File: src/rtl/adcser_pkg.sv
package adcser_pkg;

  typedef enum logic [2:0] {
    ST_POR,
    ST_EXT,
    ST_BUSY,
    ST_SLEEP,
    ST_HI,
    ST_LO
  } ser_state_e;

  // high phase of one serial clock period, in system clocks
  function automatic int high_len(input int div);
    return div / 2;
  endfunction

  // low phase: whatever is left of the period
  function automatic int low_len(input int div);
    return div - (div / 2);
  endfunction

  // sleep gap between completion and first rising edge, rounded up
  function automatic int sleep_len(input int div);
    return (div + 1) / 2;
  endfunction

endpackage

File: src/rtl/por_mode_select.sv
module por_mode_select #(
  parameter int POR_CYCLES = 1000
) (
  input  logic clk,
  input  logic rst_n,
  input  logic supply_ok,
  input  logic sck_pin_in,
  output logic por_done,
  output logic mode_internal
);
  localparam int CW = $clog2(POR_CYCLES + 1);

  logic [CW-1:0] cnt;
  logic          por_end_evt;

  assign por_end_evt = supply_ok && !por_done && (cnt == CW'(POR_CYCLES - 1));

  always_ff @(posedge clk or negedge rst_n) begin
    if (!rst_n) begin
      cnt           <= '0;
      por_done      <= 1'b0;
      mode_internal <= 1'b0;
    end else if (!por_done) begin
      if (!supply_ok) begin
        cnt <= '0;
      end else if (por_end_evt) begin
        por_done      <= 1'b1;
        mode_internal <= sck_pin_in;
      end else begin
        cnt <= cnt + 1'b1;
      end
    end
  end

  AST_POR_NEEDS_SUPPLY: assert property (@(posedge clk) disable iff (!rst_n)
    $rose(por_done) |-> $past(supply_ok));
  AST_MODE_FROZEN: assert property (@(posedge clk) disable iff (!rst_n)
    (por_done && $past(por_done)) |-> $stable(mode_internal));

endmodule

File: src/rtl/frame_shifter.sv
module frame_shifter #(
  parameter int DATA_W = 32
) (
  input  logic              clk,
  input  logic              rst_n,
  input  logic              load,
  input  logic [DATA_W-1:0] load_word,
  input  logic              shift,
  output logic              msb
);
  logic [DATA_W-1:0] sreg;

  always_ff @(posedge clk or negedge rst_n) begin
    if (!rst_n) begin
      sreg <= '1;
    end else if (load) begin
      sreg           <= load_word;
      sreg[DATA_W-1] <= 1'b0;   // leading bit doubles as end-of-conversion flag
    end else if (shift) begin
      sreg <= {sreg[DATA_W-2:0], 1'b1};
    end
  end

  assign msb = sreg[DATA_W-1];

  AST_LEAD_BIT_ZERO: assert property (@(posedge clk) disable iff (!rst_n)
    load |=> !msb);

endmodule

File: src/rtl/adc_frame_serializer.sv
module adc_frame_serializer #(
  parameter int DATA_W     = 32,
  parameter int SCK_DIV    = 8,
  parameter int POR_CYCLES = 1000
) (
  input  logic              clk,
  input  logic              rst_n,
  input  logic              supply_ok,
  input  logic              sck_pin_in,
  input  logic              conv_done,
  input  logic [DATA_W-1:0] conv_word,
  output logic              sck_out,
  output logic              sdo_out,
  output logic              conv_start,
  output logic              mode_ready,
  output logic              mode_internal
);
  import adcser_pkg::*;

  localparam int HI_T    = high_len(SCK_DIV);
  localparam int LO_T    = low_len(SCK_DIV);
  localparam int SLEEP_T = sleep_len(SCK_DIV);
  localparam int CNT_W   = $clog2(SCK_DIV + 1);
  localparam int EDGE_W  = $clog2(DATA_W + 1);

  ser_state_e        state;
  logic [CNT_W-1:0]  ph;
  logic [EDGE_W-1:0] edges;
  logic              shift_msb;

  // named internal events
  logic in_frame;
  logic frame_load_evt;
  logic bit_fall_evt;
  logic frame_end_evt;
  logic last_edge;

  assign in_frame       = (state == ST_SLEEP) || (state == ST_HI) || (state == ST_LO);
  assign last_edge      = (edges == EDGE_W'(DATA_W));
  assign frame_load_evt = (state == ST_BUSY) && conv_done;
  assign bit_fall_evt   = (state == ST_HI) && !last_edge && (ph == CNT_W'(HI_T - 1));
  assign frame_end_evt  = (state == ST_HI) && last_edge;

  por_mode_select #(.POR_CYCLES(POR_CYCLES)) u_por (
    .clk          (clk),
    .rst_n        (rst_n),
    .supply_ok    (supply_ok),
    .sck_pin_in   (sck_pin_in),
    .por_done     (mode_ready),
    .mode_internal(mode_internal)
  );

  frame_shifter #(.DATA_W(DATA_W)) u_shift (
    .clk      (clk),
    .rst_n    (rst_n),
    .load     (frame_load_evt),
    .load_word(conv_word),
    .shift    (bit_fall_evt),
    .msb      (shift_msb)
  );

  always_ff @(posedge clk or negedge rst_n) begin
    if (!rst_n) begin
      state      <= ST_POR;
      ph         <= '0;
      edges      <= '0;
      conv_start <= 1'b0;
    end else begin
      conv_start <= 1'b0;
      case (state)
        ST_POR: begin
          if (mode_ready) state <= mode_internal ? ST_BUSY : ST_EXT;
        end
        ST_EXT: begin
          state <= ST_EXT;
        end
        ST_BUSY: begin
          if (frame_load_evt) begin
            state <= ST_SLEEP;
            ph    <= '0;
          end
        end
        ST_SLEEP: begin
          if (ph == CNT_W'(SLEEP_T - 1)) begin
            state <= ST_HI;
            ph    <= '0;
            edges <= EDGE_W'(1);
          end else begin
            ph <= ph + 1'b1;
          end
        end
        ST_HI: begin
          if (frame_end_evt) begin
            state      <= ST_BUSY;
            conv_start <= 1'b1;
            edges      <= '0;
            ph         <= '0;
          end else if (bit_fall_evt) begin
            state <= ST_LO;
            ph    <= '0;
          end else begin
            ph <= ph + 1'b1;
          end
        end
        ST_LO: begin
          if (ph == CNT_W'(LO_T - 1)) begin
            state <= ST_HI;
            ph    <= '0;
            edges <= edges + 1'b1;
          end else begin
            ph <= ph + 1'b1;
          end
        end
        default: state <= ST_POR;
      endcase
    end
  end

  assign sck_out = !((state == ST_SLEEP) || (state == ST_LO));
  assign sdo_out = in_frame ? shift_msb : 1'b1;

  AST_EDGE_LIMIT: assert property (@(posedge clk) disable iff (!rst_n)
    edges <= EDGE_W'(DATA_W));
  AST_SLEEP_LOW: assert property (@(posedge clk) disable iff (!rst_n)
    $rose(in_frame) |-> (!sck_out && !sdo_out));
  AST_SDO_ON_FALL: assert property (@(posedge clk) disable iff (!rst_n)
    (in_frame && $past(in_frame) && (sdo_out != $past(sdo_out))) |-> $fell(sck_out));
  AST_START_PULSE: assert property (@(posedge clk) disable iff (!rst_n)
    conv_start |-> (sck_out && sdo_out && $past(sck_out)) ##1 !conv_start);
  AST_EXT_IDLE: assert property (@(posedge clk) disable iff (!rst_n)
    (mode_ready && !mode_internal) |-> (sck_out && sdo_out && !conv_start));
  AST_BUSY_IGNORE: assert property (@(posedge clk) disable iff (!rst_n)
    (in_frame && conv_done) |=> (in_frame || conv_start));

endmodule

File: config.mk
export PLATFORM = sky130hd
export DESIGN_NAME = adc_frame_serializer
export DESIGN_NICKNAME = d
export VERILOG_FILES = /design/src/rtl/adcser_pkg.sv /design/src/rtl/por_mode_select.sv /design/src/rtl/frame_shifter.sv /design/src/rtl/adc_frame_serializer.sv
export SDC_FILE = /design/constraint.sdc
export NUM_CORES = 1
export LEC_CHECK = 0
export ABC_AREA = 0
export BUFFER_PORTS_ARGS = -buffer_cell sky130_fd_sc_hd__buf_2
export CORE_MARGIN = 5
export CORE_UTILIZATION = 33
export CTS_BUF_LIST = sky130_fd_sc_hd__clkbuf_16
export DETAILED_ROUTE_END_ITERATION = 8
export GPL_ROUTABILITY_DRIVEN = 0
export PLACE_DENSITY = 0.51
export SKIP_CTS_REPAIR_TIMING = 1
export SLEW_MARGIN = 0
export SYNTH_ARGS = -nofsm -noshare
export SYNTH_HDL_FRONTEND = slang
export SYNTH_SLANG_ARGS = --single-unit
File: constraint.sdc
create_clock -name clk -period 2.2 [get_ports clk]
set_input_delay 0.22 -clock clk [delete_from_list [all_inputs] [get_ports clk]]
set_output_delay 0.22 -clock clk [all_outputs]
set_load 0.01 [all_outputs]
# Yosys cells after proc, flatten, opt, wreduce, memory -nomap -nowiden
# Cells that the tools add are included.
word_totals:
  reg_bits: 58
  inputBits: 37
  output_inout_bits: 5
  word_cells: 76
op_classes:
  bitwise_logic: 1
  n_addsub: 3
  muxes: 26
  n_reduce_logical: 22
  n_eq_ne: 16
ops:
  columns: ["operator", "count"]
  rows:
  - ["$mux W32", 2]
  - ["$mux W10", 2]
  - ["$mux W6", 3]
  - ["$pmux W6 S3", 1]
  - ["$mux W4", 4]
  - ["$mux W3", 5]
  - ["$pmux W3 S5", 1]
  - ["$pmux W4 S3", 1]
  - ["$add A10 B1 Y10 const B", 1]
  - ["$eq A10 B10 Y1 const B", 1]
  - ["$ne A2 B1 Y1 const B", 4]
  - ["$reduce_and A4 Y1", 2]
  - ["$add A6 B1 Y6 const B", 1]
  - ["$eq A3 B2 Y1 const B", 2]
  - ["$eq A3 B3 Y1 const B", 2]
  - ["$eq A6 B6 Y1 const B", 1]
  - ["$logic_and A1 B1 Y1", 6]
  - ["$mux W1", 6]
  - ["$ne A2 B2 Y1 const B", 3]
  - ["$reduce_bool A3 Y1", 2]
  - ["$add A4 B1 Y4 const B", 1]
  - ["$eq A4 B2 Y1 const B", 1]
  - ["$reduce_and A2 Y1", 2]
  - ["$eq A3 B1 Y1 const B", 1]
  - ["9 further kinds", 13]

# Logic depth before layout (Yosys ltp)
# Gate-level depths: netlist of run 1.
logic_depth:
  ltp_word: 7
  mapped_depth: 7
  ltp_nobuf: 6

# By module
# From an unflattened synthesis of run 1, not the netlist that was laid out.
unflattened:
  cells_unflattened: 305
  area_unflattened_um2: 3086.7
by_module_without_submodules:
  columns: ["module", "area_per_inst_um2", "instances", "cells_per_inst", "seq_area_each_um2"]
  rows:
  - ["frame_shifter", 1541.5, 1, 138, 840.8]
  - ["adc_frame_serializer", 893.4, 1, 99, 350.3]
  - ["por_mode_select", 651.9, 1, 68, 300.3]

# Worst setup path after synthesis of run 1
# Ideal clock, no wire load.
synth_path:
  path_type: "reg-to-reg"
  startpoint: "register edges[0]"
  endpoint: "register u_shift.sreg[19]"
  synth_period_minus_slack_ps: 1608
  stages_incl_launch_ff: 8
  n_path_buf: 1
  setup_time_ps: 89
  required_time_ps: 2111
  setup_slack_ps: 592
  t_arrival_ps: 1519
  path_cell_list: "dfrtp_1 inv_1 ha_1 nand4bb_4 o2111ai_4 buf_6 mux2i_1 o21ai_1"
synth_between:
  elab_chain_cells: 5
synth_lines:
  columns: ["element", "line", "text"]
  rows:
  - ["start, declared", "adc_frame_serializer.sv:28", "logic [EDGE_W-1:0] edges;"]
  - ["start signal, assigned", "adc_frame_serializer.sv:109", "edges <= edges + 1'b1;"]
  - ["$eq A6 B6 Y1", "adc_frame_serializer.sv:39", "assign last_edge = (edges == EDGE_W'(DATA_W));"]
  - ["$logic_not A1 Y1", "adc_frame_serializer.sv:41", "assign bit_fall_evt = (state == ST_HI) && !last_edge && (ph == CNT_W'(HI_T - 1));"]
  - ["$logic_and A1 B1 Y1 (2 in series)", "adc_frame_serializer.sv:41", null]
  - ["$reduce_bool A2 Y1 (no line)", null, null]
  - ["end signal, assigned", "frame_shifter.sv:17", "sreg <= load_word;"]
  - ["end signal, assigned", "frame_shifter.sv:20", "sreg <= {sreg[DATA_W-2:0], 1'b1};"]
  - ["end, declared", "frame_shifter.sv:11", "logic [DATA_W-1:0] sreg;"]
# No other way between the ends.
# A chain may end at the register's enable or synchronous reset.

# Worst setup path in the final report of run 1
layout_path:
  startpoint: "register edges[0]"
  endpoint: "register edges[3]"
layout_between:
  elab_chain_cells: 4
  elab_cells_between_ends: 7
  classes_between: "1 x add/sub; 2 x eq/ne; 2 x mux; 2 x reduce/logical"
layout_lines:
  columns: ["element"]
  rows:
  - ["parallel branches: the longest is 4 deep, another holds $add A6 B1 Y6"]
# Several ways; the timed one is not identified. The select of a mux whose other input is x is not followed.

==> impl_results.md, run 1 <==
- Initial DRT Pass Iterations: 4
- Worst-Margin Slew: 0.738 ns
- Worst Hold Class: in -> async
- H-tree depth: 3
- Crit path max-delay cell type: dfrtp_1
- Max incr delay on CP: between 0.4 and 0.5 ns
- Reg-to-Reg Start: edges[0]
- Post-synthesis async set-or-reset flop share: 100%
- Fill cells: 968
- Arr. time, crit path: 2.10 ns
- Number of distinct library cells after synthesis: 49
- Layout cells sized above 1: roughly 30%
- GRT met3 Usage: under 10%
- # rows: 35
- Commonest non-fill, non-tap cell in the layout: nand2_1
- Flop pwr share: 42.5%
- Internal power: 2000 µW
- Pwr dens: 690 nW/µm²
- Mapped Cells: 297
- Vias in the first global route: 2212
- Max cap viols: 0
- Final number of setup-violating endpoints: 0
- Vias: ~2300
- Minimum clock period: around 1.9 ns
- Setup_tns: 0 ns
- WL/cell: 13.5 µm
- Worst vdd ir: 0.000400 V
- Multi-input logic area: approximately 1400 µm²
- Crit path depth: 7
- Crit path launch: edges[0]
- Sequential cell area fraction in the yosys report: 49.0%
- Combinational share of power: 2.4%
- EDFF count, synth: 0
- Synth warnings: 0
- CTS buffer count: 9
- Primary FF master, synth: dfstp_2
- CTS root buffer: clkbuf_16
- Total global routing track utilization: between 10% and 20%
- F_max: 540 MHz
- Die Wd: 106 µm
- Clock-pin slew on the worst setup and hold paths: 0.06 ns
- Post-synthesis sequential element count: 58
- Status: finished, final reports clean
- Nature of the critical path startpoint: flip-flop
- Area Overhead vs Synth: 20.5%
- Grt peak-use layer: met2
- Pre-CTS setup slack: 0.372 ns
- Initial Util: 33.4%
- Crit path capture type: flip-flop
- Unrepaired setup endpoints after global routing: no
- Vias per cell: 4.96
- Family with the most delay on the worst path: simple AND/OR/NAND/NOR gates
- Clock skew: 0.00698 ns
- Lkg Pwr: between 0.0015 and 0.002 µW
- Final Hold Vio Count: 0
- Boundary Pins: 42
- Max Fanout on Critical Path: 7
- DR iter-0 viols: 76
- Sw frac: 21.2%
- Final ANT Viol Nets: 0
- Antenna violations before repair: 0
- Relative slew margins: 50.8%
- CTS Buffer Depth: 2
- Post-synth top area cell: dfstp_2
- Die area: 11300 µm²
- Worst-skew pair later-pin latency: roughly 0.32 ns
- Worst-path cell chain: inv_1 -> ha_1 -> and4bb_1 -> nand3_1 -> buf_4 -> a21oi_1 -> mux2i_1
- Clk sinks: between 50 and 60
- Psw: 538 µW
- Clock share of power: 55.1%
- Cell count of the worst reg-to-reg path: 7
- Post-Syn Nets: around 340
- I/O Buffers: 40
- WS Path Type: reg -> reg
- Placed Area: 3360 µm²
- Commonest cells after routing, fill and taps aside: nand2_1 (50), buf_2 (40), mux2i_1 (39)
- Cell area after synthesis: 3050 µm²
- Met2 GRT Util: approximately 17%
- Fin area: 3670 µm²
- Number of buffers and inverters on the critical path: 2
- Syn avg cell area: 10.3 µm²
- Diode count: 0
- Final Cycle Share: 84.2%
- Largest net degree at the start of global routing: 64
- CP required: 2.44 ns
- GR Util met1: 16.2%
- Slew Viols, Final: 0
- Register area: 1490 µm²
- Total global routing overflow: 0
- # DRC: 0
- Die height: 106 µm
- Final net count: roughly 380
- Detailed Place HPWL: 4.12 mm
- Routed WL: 6.15 mm
- Min setup slack post-route: between 0.3 and 0.4 ns
- Core area: just over 9000 µm²
- First-pass GRT wire length: between 10 and 15 mm
- Synth area leaders: dfstp_2 (28%), dfrtp_1 (21%), mux2i_1 (13%)
- Synth top area share: 27.6%
- CTS tree: yes
==> path summary, 6_finish.rpt <==
kind	to	slack, ns
max	edges[3]	0.35
min	state[1]	0.05
max reg2reg	edges[3]	0.35
min reg2reg	u_por.cnt[8]	0.49
max in group asynchronous	ph[3]	1.67
min in group clk	u_shift.sreg[13]	0.09
==> routing by layer <==
metal | vias to the layer above | routed length, µm
li1 | 1146 | -
met1 | 1077 | 3070
met2 | 23 | 2820
met3 | 7 | 154
met4 | 0 | 103
met5 | - | 0
==> kinds of logic (layout without fill, tap and decap cells) <==
group,after synthesis,after routing,synth area share [%]
simple gates,100,100,17.5
compound gates,70,70,14.2
xor+xnor,2,2,0.575
buf+inv,23,69,3.98
fa+ha+maj,4,4,1.64
flops,58,58,49.0
mux,40,40,13.2
==> through the flow <==
stage	utilization (%)	hold WS, ns	power [µW]	cells
floorplan	-	-0.0756	1100	297
global placement	36.9	0.418	1160	438
detailed placement	36.9	0.424	1160	438
CTS	40.3	0.0769	2580	454
global route	40.3	0.0778	2640	454
finish	40.3	0.0472	2530	454
==> power by group through the flow <==
| stage | Sequential, µW | Combinational (µW) | Clock, µW |
|---|---|---|---|
| 5_1_grt | 1080 | 70.5 | 1490 |
| 3_3_place_gp | 1090 | 64.0 | 0 |
| 6_report | 1080 | 60.5 | 1400 |
| 3_5_place_dp | 1090 | 63.6 | 0 |
| 2_1_floorplan | 1090 | 7.90 | 0 |
| 4_1_cts | 1080 | 64.1 | 1440 |
==> synth_stat cells (all sizes together), types with 3 or more instances <==
master,number
nor2,8
o21ai,41
clkbuf,3
nor2b,3
mux2i,39
dfrtp,26
nand3,10
nand2b,3
inv,7
nand3b,4
o31ai,4
dfstp,32
nand2,50
a21oi,10
nor3,3
nand4,3
ha,4
buf,13
==> flip-flops by register name, indices dropped and copies added, names as in the netlist <==
name	count
state	3
u_por.por_done	1
ph	4
u_por.cnt	10
u_shift.sreg	32
conv_start	1
edges	6
u_por.mode_internal	1
==> final cells by class <==
class	instances	area share [%]
multi-input cells	216	39.1
flip-flops and latches	58	40.6
repair buffers	46	7.36
clock buffers	11	7.50
well taps	111	3.78
clock inverters	5	0.920
inverters	7	0.716
==> worst register-to-register path, cell delays in order, from the launching register on <==
cell	delay, ns
dfrtp_1	0.41
inv_1	0.11
ha_1	0.22
and4bb_1	0.24
nand3_1	0.20
buf_4	0.24
a21oi_1	0.15
mux2i_1	0.21
(Power assumes the default switching activity.)
==> run 2: changes to the inputs <==
clock period = 1.8 ns   (was 2.2 ns; I/O delays follow)
==> run 2 against run 1 <==
Sequential power up 22%. Largest power group unchanged. Core utilization up 1.6 points. Die area unchanged. Non-clock buffer count up 14. Register-to-register slack worse by 0.29 ns.
==> impl_results.md, run 2 (synthesized netlist as in run 1, its figures left out) <==
- Status: finished, final reports clean (unchanged)
- # DRC: 0 (unchanged)
- Crit path capture type: flip-flop (unchanged)
- CTS root buffer: clkbuf_16 (unchanged)
- Max FFs per register: 32 (unchanged)
- Max cap viols: 0 (unchanged)
- Final Cycle Share: 97.1% (was 84.2%)
- Detailed Place HPWL: 4.21 mm (was 4.12 mm)
- Die area: 11300 µm² (unchanged)
- R2r setup slk: 0.05 ns (was 0.35 ns)
- Placed Area: 3430 µm² (was 3360 µm²)
- Worst vdd ir: 0.000516 V (was 0.000400 V)
- Hold Slack: 0.0535 ns (was 0.0472 ns)
- Die Wd: 106 µm (unchanged)
- Largest net degree at the start of global routing: 59 (was 64)
- WL/cell: 14.0 µm (was 13.5 µm)
- Slew Viols, Final: 0 (unchanged)
- Worst min-delay path startpoint: conv_word[0]
- Total global routing overflow: 0 (unchanged)
- Min setup slack post-route: 0.0528 ns (was 0.347 ns)
- CTS tree: yes (unchanged)
- Final net count: 393 (was 379)
- Worst r2r dst: u_shift.sreg[30] (was edges[3])
- Worst-Margin Slew: 0.444 ns (was 0.738 ns)
- Largest register by flop count: u_shift.sreg (unchanged)
- Setup crit end: u_shift.sreg[30] (was edges[3])
- Total global routing track utilization: 11.6% (about the same)
- Diode count: 0 (unchanged)
- Vias in the first global route: 2291 (was 2212)
- Area Overhead vs Synth: 25.4% (was 20.5%)
- CTS buffer count: 9 (unchanged)
- Antenna violations before repair: 0 (unchanged)
- Vias: 2297 (was 2253)
- Max Fanout on Critical Path: 8 (was 7)
- Pwr dens: 785 nW/µm² (was 690 nW/µm²)
- # rows: 35 (unchanged)
- Commonest cells after routing, fill and taps aside: nand2_1 (50), buf_2 (40), mux2i_1 (38) (was nand2_1 (50), buf_2 (40), mux2i_1 (39))
- Lkg Pwr: 0.00174 µW (was 0.00165 µW)
- Nature of the critical path startpoint: flip-flop (unchanged)
- Cell count of the worst reg-to-reg path: 7 (unchanged)
- Worst-skew pair later-pin latency: 0.32 ns (about the same)
- Arr. time, crit path: 1.98 ns (was 2.10 ns)
- Setup_tns: 0 ns (unchanged)
- Multi-input logic area: 1450 µm² (was 1440 µm²)
- First-pass GRT wire length: 10.7 mm (about the same)
- Pre-CTS setup slack: 0.0510 ns (was 0.372 ns)
- F_max: 572 MHz (was 540 MHz)
- Final core utilization: 41.9% (was 40.3%)
- Final number of setup-violating endpoints: 0 (unchanged)
- Final ANT Viol Nets: 0 (unchanged)
- H-tree depth: 3 (unchanged)
- WS Path Type: reg -> reg (unchanged)
- Commonest non-fill, non-tap cell in the layout: nand2_1 (unchanged)
- Crit path launch: edges[0] (unchanged)
- Vias per cell: 4.91 (was 4.96)
- Fin area: 3820 µm² (was 3670 µm²)
- Die height: 106 µm (unchanged)
- DR iter-0 viols: 80 (was 76)
- Unrepaired setup endpoints after global routing: yes (was no)
- Worst Hold Class: in -> reg (was in -> async)
- Layout cells sized above 1: 32.5% (was 29.7%)
- Initial DRT Pass Iterations: 4 (unchanged)
- Boundary Pins: 42 (unchanged)
- I/O Buffers: 40 (unchanged)
- Fill cells: 909 (was 968)
- Register area: 1490 µm² (unchanged)
- Minimum clock period: 1.75 ns (was 1.85 ns)
- Routed WL: 6.57 mm (was 6.15 mm)
- Initial Util: 33.4% (unchanged)
- CP required: 2.03 ns (was 2.44 ns)
- Biggest registers after layout: u_shift.sreg: 32 flops, u_por.cnt: 10 flops, edges: 6 flops (unchanged)
- Reg-to-Reg Start: edges[0] (unchanged)
- Final Hold Vio Count: 0 (unchanged)
- Clock-pin slew on the worst setup and hold paths: 0.05 ns (was 0.06 ns)
- Core area: 9110 µm² (unchanged)
- Relative slew margins: 70.2% (was 50.8%)
- Clock skew: 0.00705 ns (was 0.00698 ns)
- Clk sinks: 58 (unchanged)
- CTS Buffer Depth: 2 (unchanged)
-- run 2: cell count changes in the layout (fill, tap and decap cells not counted), sizes merged --
cell and delta:
dlygate4sd3 +1, inv +4, bufinv +1, clkinvlp -2
clkinv -1, buf +11
-- run 2: layer usage --
layer	vias up	global-route usage, %	wire (µm)
met4	0	3.61	31
li1	1173	-	-
met5	-	0	0
met1	1091	15.1	3130
met3	2	3.16	198
met2	31	18.9	3210
-- run 2: stage by stage --
stage / total power (µW) / instances
finish: 3000 / 468
global route: 3110 / 468
CTS: 3050 / 462
detailed placement: 1420 / 446
global placement: 1420 / 446
floorplan: 1340 / 297
-- run 2: final cells by class --
cell class	instances	share of cell area, %
clock buffer	9	5.90
timing repair buffer	60	11.2
inverter	7	0.688
tap	111	3.64
clock inverter	7	1.44
multi-input combinational	216	38.1
sequential	58	39.0
-- run 2: report_power, final --
part           internal (µW)  switching (µW)
registers               1310            3.93
logic                   37.3            42.5
clock network           1040             558
total                   2390             604
-- run 2: how the worst min path moves through the flow --
stage / end / slack, ns / cells past startpoint
CTS: u_por.cnt[2] / -0.13 / 2
global placement: u_por.cnt[2] / 0.21 / 2
floorplan: conv_start / -0.12 / 0
detailed placement: u_por.cnt[2] / 0.21 / 2
finish: u_shift.sreg[0] / 0.05 / 3
global route: u_shift.sreg[13] / 0.04 / 3
-- run 2: worst max-delay path, stage by stage (launching register included) --
cell       delay [ns]
dfrtp_1          0.39
inv_2            0.09
ha_4             0.15
nand4bb_4        0.14
o2111ai_4        0.37
clkbuf_16        0.24
mux2i_1          0.20
o21ai_1          0.08
